### src/rtl/pmacc_pkg.sv
`timescale 1ns/1ps
package pmacc_pkg;
   localparam int ACT_N  = 6;
   localparam int SYND_W = 8;
   localparam logic [SYND_W-1:0] SYN_TRAP = 8'h03;
   localparam logic [SYND_W-1:0] SYN_TGE_LEG = 8'h00;
   localparam logic [SYND_W-1:0] SYN_NONE = 8'h00;

   typedef enum logic [2:0] {
      ACT_ALLOW       = 3'd0,
      ACT_UNDEF       = 3'd1,
      ACT_TRAP_L1     = 3'd2,
      ACT_TRAP_L2     = 3'd3,
      ACT_TRAP_L2_LEG = 3'd4,
      ACT_TRAP_L3     = 3'd5
   } act_e;

   typedef struct packed {
      logic              hit;
      act_e              act;
      logic [SYND_W-1:0] synd;
   } verdict_t;
endpackage

### src/rtl/pmacc_user_gate.sv
`timescale 1ns/1ps
module pmacc_user_gate
   import pmacc_pkg::*;
#(
   parameter int UEN_BITS = 3
) (
   input  logic       at_user,
   input  logic       l1_legacy,
   input  logic [2:0] usr_en,
   input  logic       l2_modern,
   input  logic       l2_leg,
   input  logic       tge,
   output verdict_t   v_user
);
   logic modern_fail;
   logic legacy_fail;

   generate
      if (UEN_BITS == 3) begin : g_uen3
         assign modern_fail = (usr_en == 3'b000);
      end else begin : g_uen2
         assign modern_fail = (usr_en[1:0] == 2'b00);
      end
   endgenerate

   assign legacy_fail = (usr_en[1:0] == 2'b00);

   always_comb begin
      v_user = '0;
      if (at_user && !l1_legacy && modern_fail) begin
         v_user.hit  = 1'b1;
         v_user.synd = SYN_TRAP;
         v_user.act  = (l2_modern && tge) ? ACT_TRAP_L2 : ACT_TRAP_L1;
      end else if (at_user && l1_legacy && legacy_fail) begin
         v_user.hit = 1'b1;
         if (l2_modern && tge) begin
            v_user.act  = ACT_TRAP_L2;
            v_user.synd = SYN_TRAP;
         end else if (l2_leg && tge) begin
            v_user.act  = ACT_TRAP_L2_LEG;
            v_user.synd = SYN_TGE_LEG;
         end else begin
            v_user.act  = ACT_UNDEF;
            v_user.synd = SYN_NONE;
         end
      end
   end

   // a user gate hit never lands on level 3 or on allow
   always_comb begin
      if (v_user.hit)
         p_user_target_r4: assert (v_user.act != ACT_ALLOW && v_user.act != ACT_TRAP_L3);
   end
endmodule

### src/rtl/pmacc_hyp_gate.sv
`timescale 1ns/1ps
module pmacc_hyp_gate
   import pmacc_pkg::*;
#(
   parameter bit HAS_FGT = 1'b1
) (
   input  logic [1:0] cur_lvl,
   input  logic       host_mode,
   input  logic       l2_enabled,
   input  logic       l2_legacy,
   input  logic       l1_legacy,
   input  logic       l3_present,
   input  logic       l3_fgt_en,
   input  logic       is_write,
   input  logic       hyp_t9,
   input  logic       hyp_tpm,
   input  logic       fgt_rd_trap,
   input  logic       fgt_wr_trap,
   output verdict_t   v_t9,
   output verdict_t   v_fgt,
   output verdict_t   v_tpm
);
   logic guest_user;
   logic below_hyp;
   act_e l2_style;

   assign guest_user = (cur_lvl == 2'd0) && !host_mode;
   assign below_hyp  = (cur_lvl == 2'd0) || (cur_lvl == 2'd1);
   assign l2_style   = l2_legacy ? ACT_TRAP_L2_LEG : ACT_TRAP_L2;

   always_comb begin
      v_t9 = '0;
      if (l2_enabled && hyp_t9 && ((cur_lvl == 2'd1) || guest_user)) begin
         v_t9.hit  = 1'b1;
         v_t9.act  = l2_style;
         v_t9.synd = SYN_TRAP;
      end
   end

   generate
      if (HAS_FGT) begin : g_fgt
         logic dir_bit;
         logic fgt_allowed;
         assign dir_bit     = is_write ? fgt_wr_trap : fgt_rd_trap;
         assign fgt_allowed = !l3_present || l3_fgt_en;
         always_comb begin
            v_fgt = '0;
            if (guest_user && l2_enabled && !l1_legacy && fgt_allowed && dir_bit) begin
               v_fgt.hit  = 1'b1;
               v_fgt.act  = ACT_TRAP_L2;
               v_fgt.synd = SYN_TRAP;
            end
         end
      end else begin : g_no_fgt
         assign v_fgt = '0;
      end
   endgenerate

   always_comb begin
      v_tpm = '0;
      if (l2_enabled && hyp_tpm && below_hyp) begin
         v_tpm.hit  = 1'b1;
         v_tpm.act  = l2_style;
         v_tpm.synd = SYN_TRAP;
      end
   end

   // no hypervisor check ever fires at level 2 or 3
   always_comb begin
      if (!below_hyp)
         p_hyp_quiet_r8: assert (!v_t9.hit && !v_fgt.hit && !v_tpm.hit);
   end
endmodule

### src/rtl/pmacc_mon_gate.sv
`timescale 1ns/1ps
module pmacc_mon_gate
   import pmacc_pkg::*;
(
   input  logic [1:0] cur_lvl,
   input  logic       l3_present,
   input  logic       l3_legacy,
   input  logic       mon_tpm,
   input  logic       sdd_undef_prio,
   input  logic       sdd_undef,
   output verdict_t   v_early,
   output verdict_t   v_late
);
   logic armed;

   assign armed = (cur_lvl != 2'd3) && l3_present && !l3_legacy && mon_tpm;

   always_comb begin
      v_early = '0;
      if (armed && sdd_undef_prio) begin
         v_early.hit = 1'b1;
         v_early.act = ACT_UNDEF;
      end
   end

   always_comb begin
      v_late = '0;
      if (armed) begin
         v_late.hit  = 1'b1;
         v_late.act  = sdd_undef ? ACT_UNDEF : ACT_TRAP_L3;
         v_late.synd = sdd_undef ? SYN_NONE : SYN_TRAP;
      end
   end

   // an early hit always implies the late check would also match
   always_comb begin
      if (v_early.hit)
         p_early_implies_late_r3: assert (v_late.hit);
   end
endmodule

### src/rtl/pmacc_prio_pick.sv
`timescale 1ns/1ps
module pmacc_prio_pick
   import pmacc_pkg::*;
#(
   parameter int N = 8
) (
   input  verdict_t [N-1:0]    vin,
   output logic [ACT_N-1:0]    act_onehot,
   output logic [SYND_W-1:0]   syndrome
);
   act_e chosen_act;

   always_comb begin
      chosen_act = ACT_ALLOW;
      syndrome   = SYN_NONE;
      for (int i = N - 1; i >= 0; i--) begin
         if (vin[i].hit) begin
            chosen_act = vin[i].act;
            syndrome   = vin[i].synd;
         end
      end
      for (int k = 0; k < ACT_N; k++)
         act_onehot[k] = (int'(chosen_act) == k);
   end

   // exactly one action bit
   always_comb begin
      p_onehot_r11: assert ($countones(act_onehot) == 1);
   end
endmodule

### src/rtl/pmu_access_arbiter.sv
`timescale 1ns/1ps
module pmu_access_arbiter
   import pmacc_pkg::*;
#(
   parameter int UEN_BITS = 3,
   parameter bit HAS_FGT  = 1'b1
) (
   input  logic        mon_present,
   input  logic [1:0]  cur_lvl,
   input  logic        is_write,
   input  logic        l1_legacy,
   input  logic        l2_enabled,
   input  logic        l2_legacy,
   input  logic        l3_present,
   input  logic        l3_legacy,
   input  logic        host_mode,
   input  logic [2:0]  usr_en,
   input  logic        hyp_tge,
   input  logic        hyp_t9,
   input  logic        hyp_tpm,
   input  logic        fgt_rd_trap,
   input  logic        fgt_wr_trap,
   input  logic        l3_fgt_en,
   input  logic        mon_tpm,
   input  logic        sdd_undef_prio,
   input  logic        sdd_undef,
   output logic [5:0]  act_onehot,
   output logic [7:0]  syndrome
);
   // stage order is the priority order, index 0 first
   localparam int S_ABSENT = 0;
   localparam int S_TOP    = 1;
   localparam int S_EARLY  = 2;
   localparam int S_USER   = 3;
   localparam int S_T9     = 4;
   localparam int S_FGT    = 5;
   localparam int S_HTPM   = 6;
   localparam int S_MTPM   = 7;
   localparam int N_STAGES = S_MTPM + 1;

   generate
      if (UEN_BITS != 2 && UEN_BITS != 3) begin : g_bad_uen
         $error("UEN_BITS must be 2 or 3");
      end
      if (ACT_N != 6 || SYND_W != 8) begin : g_bad_pkg
         $error("output widths do not match the package");
      end
   endgenerate

   verdict_t [N_STAGES-1:0] stage;
   logic l2_modern;
   logic l2_leg;

   assign l2_modern = l2_enabled && !l2_legacy;
   assign l2_leg    = l2_enabled && l2_legacy;

   always_comb begin
      stage[S_ABSENT]      = '0;
      stage[S_ABSENT].hit  = !mon_present;
      stage[S_ABSENT].act  = ACT_UNDEF;
      stage[S_TOP]         = '0;
      stage[S_TOP].hit     = (cur_lvl == 2'd3);
      stage[S_TOP].act     = ACT_ALLOW;
   end

   pmacc_mon_gate u_mon (
      .cur_lvl        (cur_lvl),
      .l3_present     (l3_present),
      .l3_legacy      (l3_legacy),
      .mon_tpm        (mon_tpm),
      .sdd_undef_prio (sdd_undef_prio),
      .sdd_undef      (sdd_undef),
      .v_early        (stage[S_EARLY]),
      .v_late         (stage[S_MTPM])
   );

   pmacc_user_gate #(.UEN_BITS(UEN_BITS)) u_user (
      .at_user   (cur_lvl == 2'd0),
      .l1_legacy (l1_legacy),
      .usr_en    (usr_en),
      .l2_modern (l2_modern),
      .l2_leg    (l2_leg),
      .tge       (hyp_tge),
      .v_user    (stage[S_USER])
   );

   pmacc_hyp_gate #(.HAS_FGT(HAS_FGT)) u_hyp (
      .cur_lvl     (cur_lvl),
      .host_mode   (host_mode),
      .l2_enabled  (l2_enabled),
      .l2_legacy   (l2_legacy),
      .l1_legacy   (l1_legacy),
      .l3_present  (l3_present),
      .l3_fgt_en   (l3_fgt_en),
      .is_write    (is_write),
      .hyp_t9      (hyp_t9),
      .hyp_tpm     (hyp_tpm),
      .fgt_rd_trap (fgt_rd_trap),
      .fgt_wr_trap (fgt_wr_trap),
      .v_t9        (stage[S_T9]),
      .v_fgt       (stage[S_FGT]),
      .v_tpm       (stage[S_HTPM])
   );

   pmacc_prio_pick #(.N(N_STAGES)) u_pick (
      .vin        (stage),
      .act_onehot (act_onehot),
      .syndrome   (syndrome)
   );

   // port-level checks across the gates and the picker
   always_comb begin
      if (!mon_present)
         p_absent_undef_r1: assert (act_onehot == 6'b000010);
      if (mon_present && cur_lvl == 2'd3)
         p_top_allow_r2: assert (act_onehot == 6'b000001);
      if (mon_present && cur_lvl != 2'd3 && l3_present && !l3_legacy && mon_tpm && sdd_undef_prio)
         p_early_undef_r3: assert (act_onehot == 6'b000010);
      if (mon_present && cur_lvl == 2'd2)
         p_no_l2_from_l2_r8: assert (act_onehot[4:2] == 3'b000);
      if (act_onehot[0] || act_onehot[1])
         p_quiet_syndrome_r11: assert (syndrome == 8'h00);
   end
endmodule

### config.mk
export PLATFORM = sky130hd
export DESIGN_NAME = pmu_access_arbiter
export DESIGN_NICKNAME = d
export VERILOG_FILES = /design/src/rtl/pmacc_pkg.sv /design/src/rtl/pmacc_user_gate.sv /design/src/rtl/pmacc_hyp_gate.sv /design/src/rtl/pmacc_mon_gate.sv /design/src/rtl/pmacc_prio_pick.sv /design/src/rtl/pmu_access_arbiter.sv
export SDC_FILE = /design/constraint.sdc
export NUM_CORES = 1
export LEC_CHECK = 0
export BUFFER_PORTS_ARGS = -buffer_cell sky130_fd_sc_hd__buf_4
export CORE_UTILIZATION = 30
export DETAILED_ROUTE_END_ITERATION = 12
export PLACE_DENSITY_LB_ADDON = 0.1
export SYNTH_ARGS = -nofsm -noshare
export SYNTH_HDL_FRONTEND = slang
export SYNTH_SLANG_ARGS = --single-unit
### constraint.sdc
create_clock -name vclk -period 3.2
set_input_delay 0.16 -clock vclk [all_inputs]
set_output_delay 0.16 -clock vclk [all_outputs]
set_load 0.005 [all_outputs]
# ---- After elaboration in Yosys (flattened, before gate mapping)
# Cells that the tools add are included.
dict set report op_classes {
  muxes 30
  n_reduce_logical 33
  eq_ne 8
}
# operator count
set op_table {}
lappend op_table {{two-way mux 12 bit} 6}
lappend op_table {{two-way mux 8 bit} 8}
lappend op_table {{two-way mux 3 bit} 10}
lappend op_table {{two-way mux 11 bit} 2}
lappend op_table {{logical AND 1 bit} 21}
lappend op_table {{== test 3 bit, second input constant} 4}
lappend op_table {{logical NOT 3 bit} 2}
lappend op_table {{logical NOT 1 bit} 5}
lappend op_table {{logical NOT 2 bit} 2}
lappend op_table {{two-way mux 4 bit} 1}
lappend op_table {{== test 3 x 2 -> 1 bit, second input constant} 1}
lappend op_table {{logical OR 1 bit} 3}
lappend op_table {{== test 2 x 1 -> 1 bit, second input constant} 1}
lappend op_table {{== test 2 bit, second input constant} 1}
lappend op_table {{two-way mux 1 bit} 2}
lappend op_table {{two-way mux 2 bit} 1}
lappend op_table {{!= test 2 bit, second input constant} 1}
dict set report totals {
  wordCells 71
  regBits 0
  inputBits 22
  output_inout_bits 14
}

# ---- Longest topological paths before layout
# Gate-level depths: netlist of run 1.
dict set report depth {
  depth_word 14
  mapped_depth 6
}

# ---- Modules after synthesis
# Synthesis of run 1 repeated with hierarchy kept, for this count alone.
dict set report hier_totals {
  hier_cells 223
  hier_area_um2 1487.7
}
# mod n_inst seq_area_each_um2 cells_per_inst area_per_inst_um2
set by_module_without_submodules {}
lappend by_module_without_submodules {pmacc_prio_pick 1 0.0 123 798.3}
lappend by_module_without_submodules {pmacc_hyp_gate 1 0.0 42 316.6}
lappend by_module_without_submodules {pmacc_mon_gate 1 0.0 29 205.2}
lappend by_module_without_submodules {pmacc_user_gate 1 0.0 22 130.1}
lappend by_module_without_submodules {pmu_access_arbiter 1 0.0 7 37.5}

# ---- Worst setup path after synthesis of run 1
# No wires, ideal clock.
dict set report synth_path {
  kind {input port to output port}
  startpoint {input cur_lvl[1]}
  endpoint {output act_onehot[0]}
  path_slack_ps 1829
  path_buffers 0
  required_ps 3040
  path_stages 5
  arrival_ps 1211
  path_cell_list {nor4_2 -> o21a_2 -> a2111o_1 -> o311ai_4 -> nor3b_1}
}
dict set report synth_between {
  elab_chain_len 14
  elab_cells_between_ends 37
  classes_between {eq/ne (3); mux (15); reduce/logical (19)}
}
# element line_no
set synth_rtl {}
lappend synth_rtl {{from (decl)} pmu_access_arbiter.sv:9} ;# input logic [1:0] cur_lvl,
lappend synth_rtl {{!= test 2 bit or logical NOT 2 bit (tied branches)} -}
lappend synth_rtl {{logical AND 1 bit, on equally long branches} {pmacc_mon_gate.sv:16, pmacc_hyp_gate.sv:27}}
lappend synth_rtl {{logical AND 1 bit, on equally long branches (2 in a row)} {pmacc_mon_gate.sv:16, pmacc_hyp_gate.sv:48}}
lappend synth_rtl {{two-way mux 12 bit or logical AND 1 bit (tied branches)} {pmacc_mon_gate.sv:28, pmacc_hyp_gate.sv:48}}
lappend synth_rtl {{two-way mux 3 bit or logical AND 1 bit (tied branches)} {pmacc_prio_pick.sv:17, pmacc_hyp_gate.sv:48}}
lappend synth_rtl {{two-way mux 3 bit or two-way mux 12 bit (tied branches)} {pmacc_prio_pick.sv:17, pmacc_hyp_gate.sv:48}}
lappend synth_rtl {{two-way mux 3 bit (4 in a row)} pmacc_prio_pick.sv:17} ;# if (vin[i].hit) begin
lappend synth_rtl {{two-way mux 3 bit (*) (2 in a row)} pmacc_prio_pick.sv:17}
lappend synth_rtl {{logical NOT 3 bit (*)} pmacc_prio_pick.sv:23} ;# act_onehot[k] = (int'(chosen_act) == k);
lappend synth_rtl {{to (decl)} pmu_access_arbiter.sv:27} ;# output logic [5:0] act_onehot,
# Every way passes the cells marked *; elsewhere a longest branch is shown, timed or not.

# ---- Final worst setup path of run 1
# Ends and elaborated chain as after synthesis.

==> results.yml, run 1 <==
synth:
  avgSynthCellArea_um2: 7.05
  netlist.area_leader.share_pct: 13.1
  ys_types: 33
  yosysWarnings: 0
  synth_seq_area_share_pct: 0
  syn-cell-area_um2: 402
  synth_cells: 57
  yosys.cell_count.top_type: "buf_4"
  synth_commonest_cells: "buf_4, nor2_1, a21oi_1, nand2_1"
  synth_top_cell_by_area: "buf_4"
  synth.area.top_cells: "buf_4, o311ai_4, a21oi_1"
hold_path:
  hp-class: "in -> out"
  hold_depth: 5
  hold_end: "syndrome[0]"
  worstHoldStart: "sdd_undef"
pwr:
  ir_worst_vdd_uv: 51.1
  p_total_uw: 71.0
  power.density_nw_per_um2: 116
  p_leak_uw: 0.000276
placed_design:
  placed_area_um2: 611
  dp_hpwl_um: 895
  port_buffers: 30
  gp_congestion: 0.773
timing:
  fmax_mhz: 594
  drv_slew: 0
  period_share_pct: 52.6
  fin_tns_setup_ns: 0
  tightest_slew_ns: 0.481
  period_needed_ns: 1.68
  rsz0062_at_grt: "no"
  setup_viol: 0
  final_hold_viol_count: 0
  max_slew_margin_pct: 67.5
detailed_routing:
  wirelength_mm: 1.04
  wl_met1_um: 484
  via_per_inst: 4.89
  first_pass_iters: 4
  met2_length_um: 485
  wl_met3_um: 65
  route.detailed.drc: 0
  detail-route-antenna-nets: 0
  top_layer: "met3"
  drtIter0Drc: 15
  wl_per_cell_um: 10.5
  vias: 484
global_routing:
  grt_pass1_vias: 406
  grt-ovfl-total: 0
  grt_usage_pct: 14.0
  grt_pass1_wl_mm: 1.59
  grt_max_degree: 8
  antenna_found_initial: 0
setup_path:
  start_kind: "input pin"
  crit_required_ns: 3.04
  cp-end-kind: "primary output"
  worstSetupPathType: "in -> out"
  cp_data_arrival_time_ns: 1.52
  path_max_fanout: 6
clock_network:
  cts_hold_buf: 0
  post_cts_resized: 0
  postCtsSetupBuffers: 0
finish:
  seq_cell_count: 0
  clock_buffers: 0
  utilization_pct: 52.1
  design_area_um2: 611
  drive_gt1_share_pct: 45.9
  antenna_cells: 0
  ff_latch_area_um2: 0
  final_net_count: 109
  syn2layout_area_growth_pct: 52.0
floorplanning:
  die_y_um: 38.6
  core_um2: 1170
  die_area_um2: 1490
  start_util_pct: 34.3
  rows: 12
  die_w_um: 38.6
  io_pins: 36
run_status:
  outcome: "finished clean"
run:
  cap_violations: 0
## area by class of cell
cell class / count / area [um^2]
fill: 123 / 561
tap: 14 / 17.5
multi-input combinational: 53 / 360
timing repair buffer: 30 / 225
inverter: 2 / 7.51
## worst max-delay path, cell delays in order
cell	delay [ns]
buf_4	0.12
nor4_2	0.40
o21a_2	0.26
a2111o_1	0.14
o311ai_4	0.12
nor3b_1	0.19
buf_4	0.14
## cell usage in the layout, fill, tap and decap left out, types with 2 or more instances in the layout
master,count
a21oi_1,4
a31oi_1,2
and2_1,2
and3_1,2
buf_4,30
conb_1,6
inv_1,2
nand2_1,4
nand2b_1,3
nand3_1,3
nor2_1,5
## metrics by stage
| step | hold WS (ns) | std cells | setup slack [ns] |
|---|---|---|---|
| floorplan | 0.521 | 62 | 1.83 |
| global placement | 0.757 | 99 | 1.53 |
| detailed placement | 0.752 | 99 | 1.51 |
| CTS | 0.754 | 99 | 1.51 |
| global route | 0.820 | 99 | 1.38 |
| finish | 0.756 | 99 | 1.52 |
## metal layers
metal | track usage (%) | up-vias
met2 | 24.2 | 19
met5 | 0 | -
met4 | 0 | 0
met1 | 20.5 | 205
li1 | - | 260
met3 | 0 | 0
## cell families (layout without fill, tap and decap cells)
group	Yosys count	count (layout)	share of synthesized area, %
AO/OA/AOI/OAI	18	18	38.0
buffers and inverters	9	32	15.0
multiplexers	1	1	2.80
other	1	6	0.934
AND/OR/NAND/NOR	28	28	43.3
## power by group
| part | internal [uW] | switching (uW) |
|---|---|---|
| sequential | 0 | 0 |
| clock | 0 | 0 |
| combinational | 40.1 | 30.8 |
## worst max-delay path by stage
stage                          start             to  slack, ns  cells after the start
final                     cur_lvl[1]  act_onehot[0]       1.52                      7
after global routing      cur_lvl[0]  act_onehot[0]       1.38                      7
after CTS                 cur_lvl[1]  act_onehot[0]       1.51                      7
after detailed placement  cur_lvl[1]  act_onehot[0]       1.51                      7
after global placement    cur_lvl[1]  act_onehot[1]       1.53                      7
after floorplan           cur_lvl[1]  act_onehot[0]       1.83                      5
Note: power is estimated with default switching activity, not from simulation.
==> inputs of run 2 (changes only) <==
clock period = 1.49 ns   (was 3.2 ns; I/O delays follow)
==> results.yml, run 2 (synthesized netlist as in run 1, its figures left out) <==
finish:
  fillers: 118
  ff_latch_area_um2: 0
  syn2layout_area_growth_pct: 69.8
  mostFrequentLayoutCell: "buf_4"
  final_net_count: 113
  drive_gt1_share_pct: 52.8
  seq_cell_count: 0
  antenna_cells: 0
  clock_buffers: 0
  multi_input_area_um2: 394
  layoutNonFillerInstCount: 103
  layout_common_cells: "buf_4, conb_1, nor2_1"
setup_path:
  max_stage_delay_ns: 0.36
  cp_data_arrival_time_ns: 1.39
  worstSetupPathType: "in -> out"
  crit_required_ns: 1.42
  crit_slowest_cell: "o311ai_4"
  critPathMostFrequentCell: "buf_4"
  cp-end-kind: "primary output"
  critPathBufInv: 4
  crit_family: "compound AO/OA/AOI/OAI gates"
  path_max_fanout: 6
  start_kind: "input pin"
  cp_cell_sequence: "buf_4, buf_4, o21a_2, buf_4, o311ai_4, and3_1, buf_4"
timing:
  fmax_mhz: 684
  drv_slew: 0
  final_hold_viol_count: 0
  setup_viol: 0
  period_needed_ns: 1.46
  period_share_pct: 98.2
global_routing:
  grt.busiest_layer: "met2"
  grt_pass1_wl_mm: 1.64
  grt_max_degree: 8
  antenna_found_initial: 0
  grt-ovfl-total: 0
  gr-usage-met3_pct: 1.16
  gr-usage-met1_pct: 20.9
  grt_usage_pct: 14.6
  gr-usage-met2_pct: 25.0
  grt_pass1_vias: 401
detailed_routing:
  detail-route-antenna-nets: 0
  wirelength_mm: 1.10
  vias: 528
  via_per_inst: 5.13
  first_pass_iters: 4
  wl_per_cell_um: 10.7
  drtIter0Drc: 13
  route.detailed.drc: 0
placed_design:
  gp_congestion: 0.768
  dp_hpwl_um: 959
  dp_cells: 103
  port_buffers: 30
pwr:
  p_comb_share_pct: 100.0
  ir_worst_vdd_uv: 126
  p_leak_uw: 0.000312
  intPower_uw: 97.2
  power.density_nw_per_um2: 251
  clkPwrFrac_pct: 0
  p_total_uw: 171
  power_switching_uw: 74.2
  swShare_pct: 43.3
  seq_power_share_pct: 0
run:
  cap_violations: 0
floorplanning:
  start_util_pct: 34.3
  core_um2: 1170
  io_pins: 36
  die_w_um: 38.6
  rows: 12
  die_area_um2: 1490
  die_y_um: 38.6
hold_path:
  hp-class: "in -> out"
clock_network:
  cts_hold_buf: 0
  postCtsSetupBuffers: 0
run_status:
  outcome: "finished clean"
-- run 2: layer usage --
| metal | up-vias | share of wire (%) |
|---|---|---|
| met1 | 235 | 43 |
| met2 | 24 | 49 |
| met3 | 0 | 8.5 |
| li1 | 269 | - |
| met5 | - | 0 |
| met4 | 0 | 0 |
-- run 2: layout make-up --
cell class | count | share of cell area (%)
Inverter | 2 | 1.10
Multi-Input combinational cell | 53 | 57.8
Timing Repair Buffer | 34 | 38.5
Tap cell | 14 | 2.57
-- run 2: path summary, 6_finish.rpt --
kind	from	to	slack (ns)	cells after the start
max	l1_legacy	act_onehot[1]	0.03	7
min	sdd_undef	syndrome[0]	0.59	5
-- run 2: repair_timing --
action / 4_1_cts / 5_1_grt
resized for setup: 0 / 10
endpoints found under the hold margin: 0 / 0
endpoints found under the setup margin: 0 / 4
-- run 2: through the flow --
| stage | setup slack (ns) | util [%] | area [um^2] | hold slack, ns | setup TNS, ns |
|---|---|---|---|---|---|
| floorplan | 0.290 | - | 420 | 0.350 | 0 |
| global placement | -0.0185 | 54.7 | 641 | 0.580 | -0.0185 |
| detailed placement | 0.00700 | 54.7 | 641 | 0.589 | 0 |
| CTS | 0.00584 | 54.7 | 641 | 0.590 | 0 |
| global route | -0.0158 | 58.2 | 682 | 0.637 | -0.0158 |
| finish | 0.0274 | 58.2 | 682 | 0.591 | 0 |
-- run 2: power groups by stage --
stage	clock network (uW)	registers, uW	logic [uW]
4_1_cts	0	0	159
2_1_floorplan	0	0	82.9
6_report	0	0	171
5_1_grt	0	0	187
3_5_place_dp	0	0	159
3_3_place_gp	0	0	158
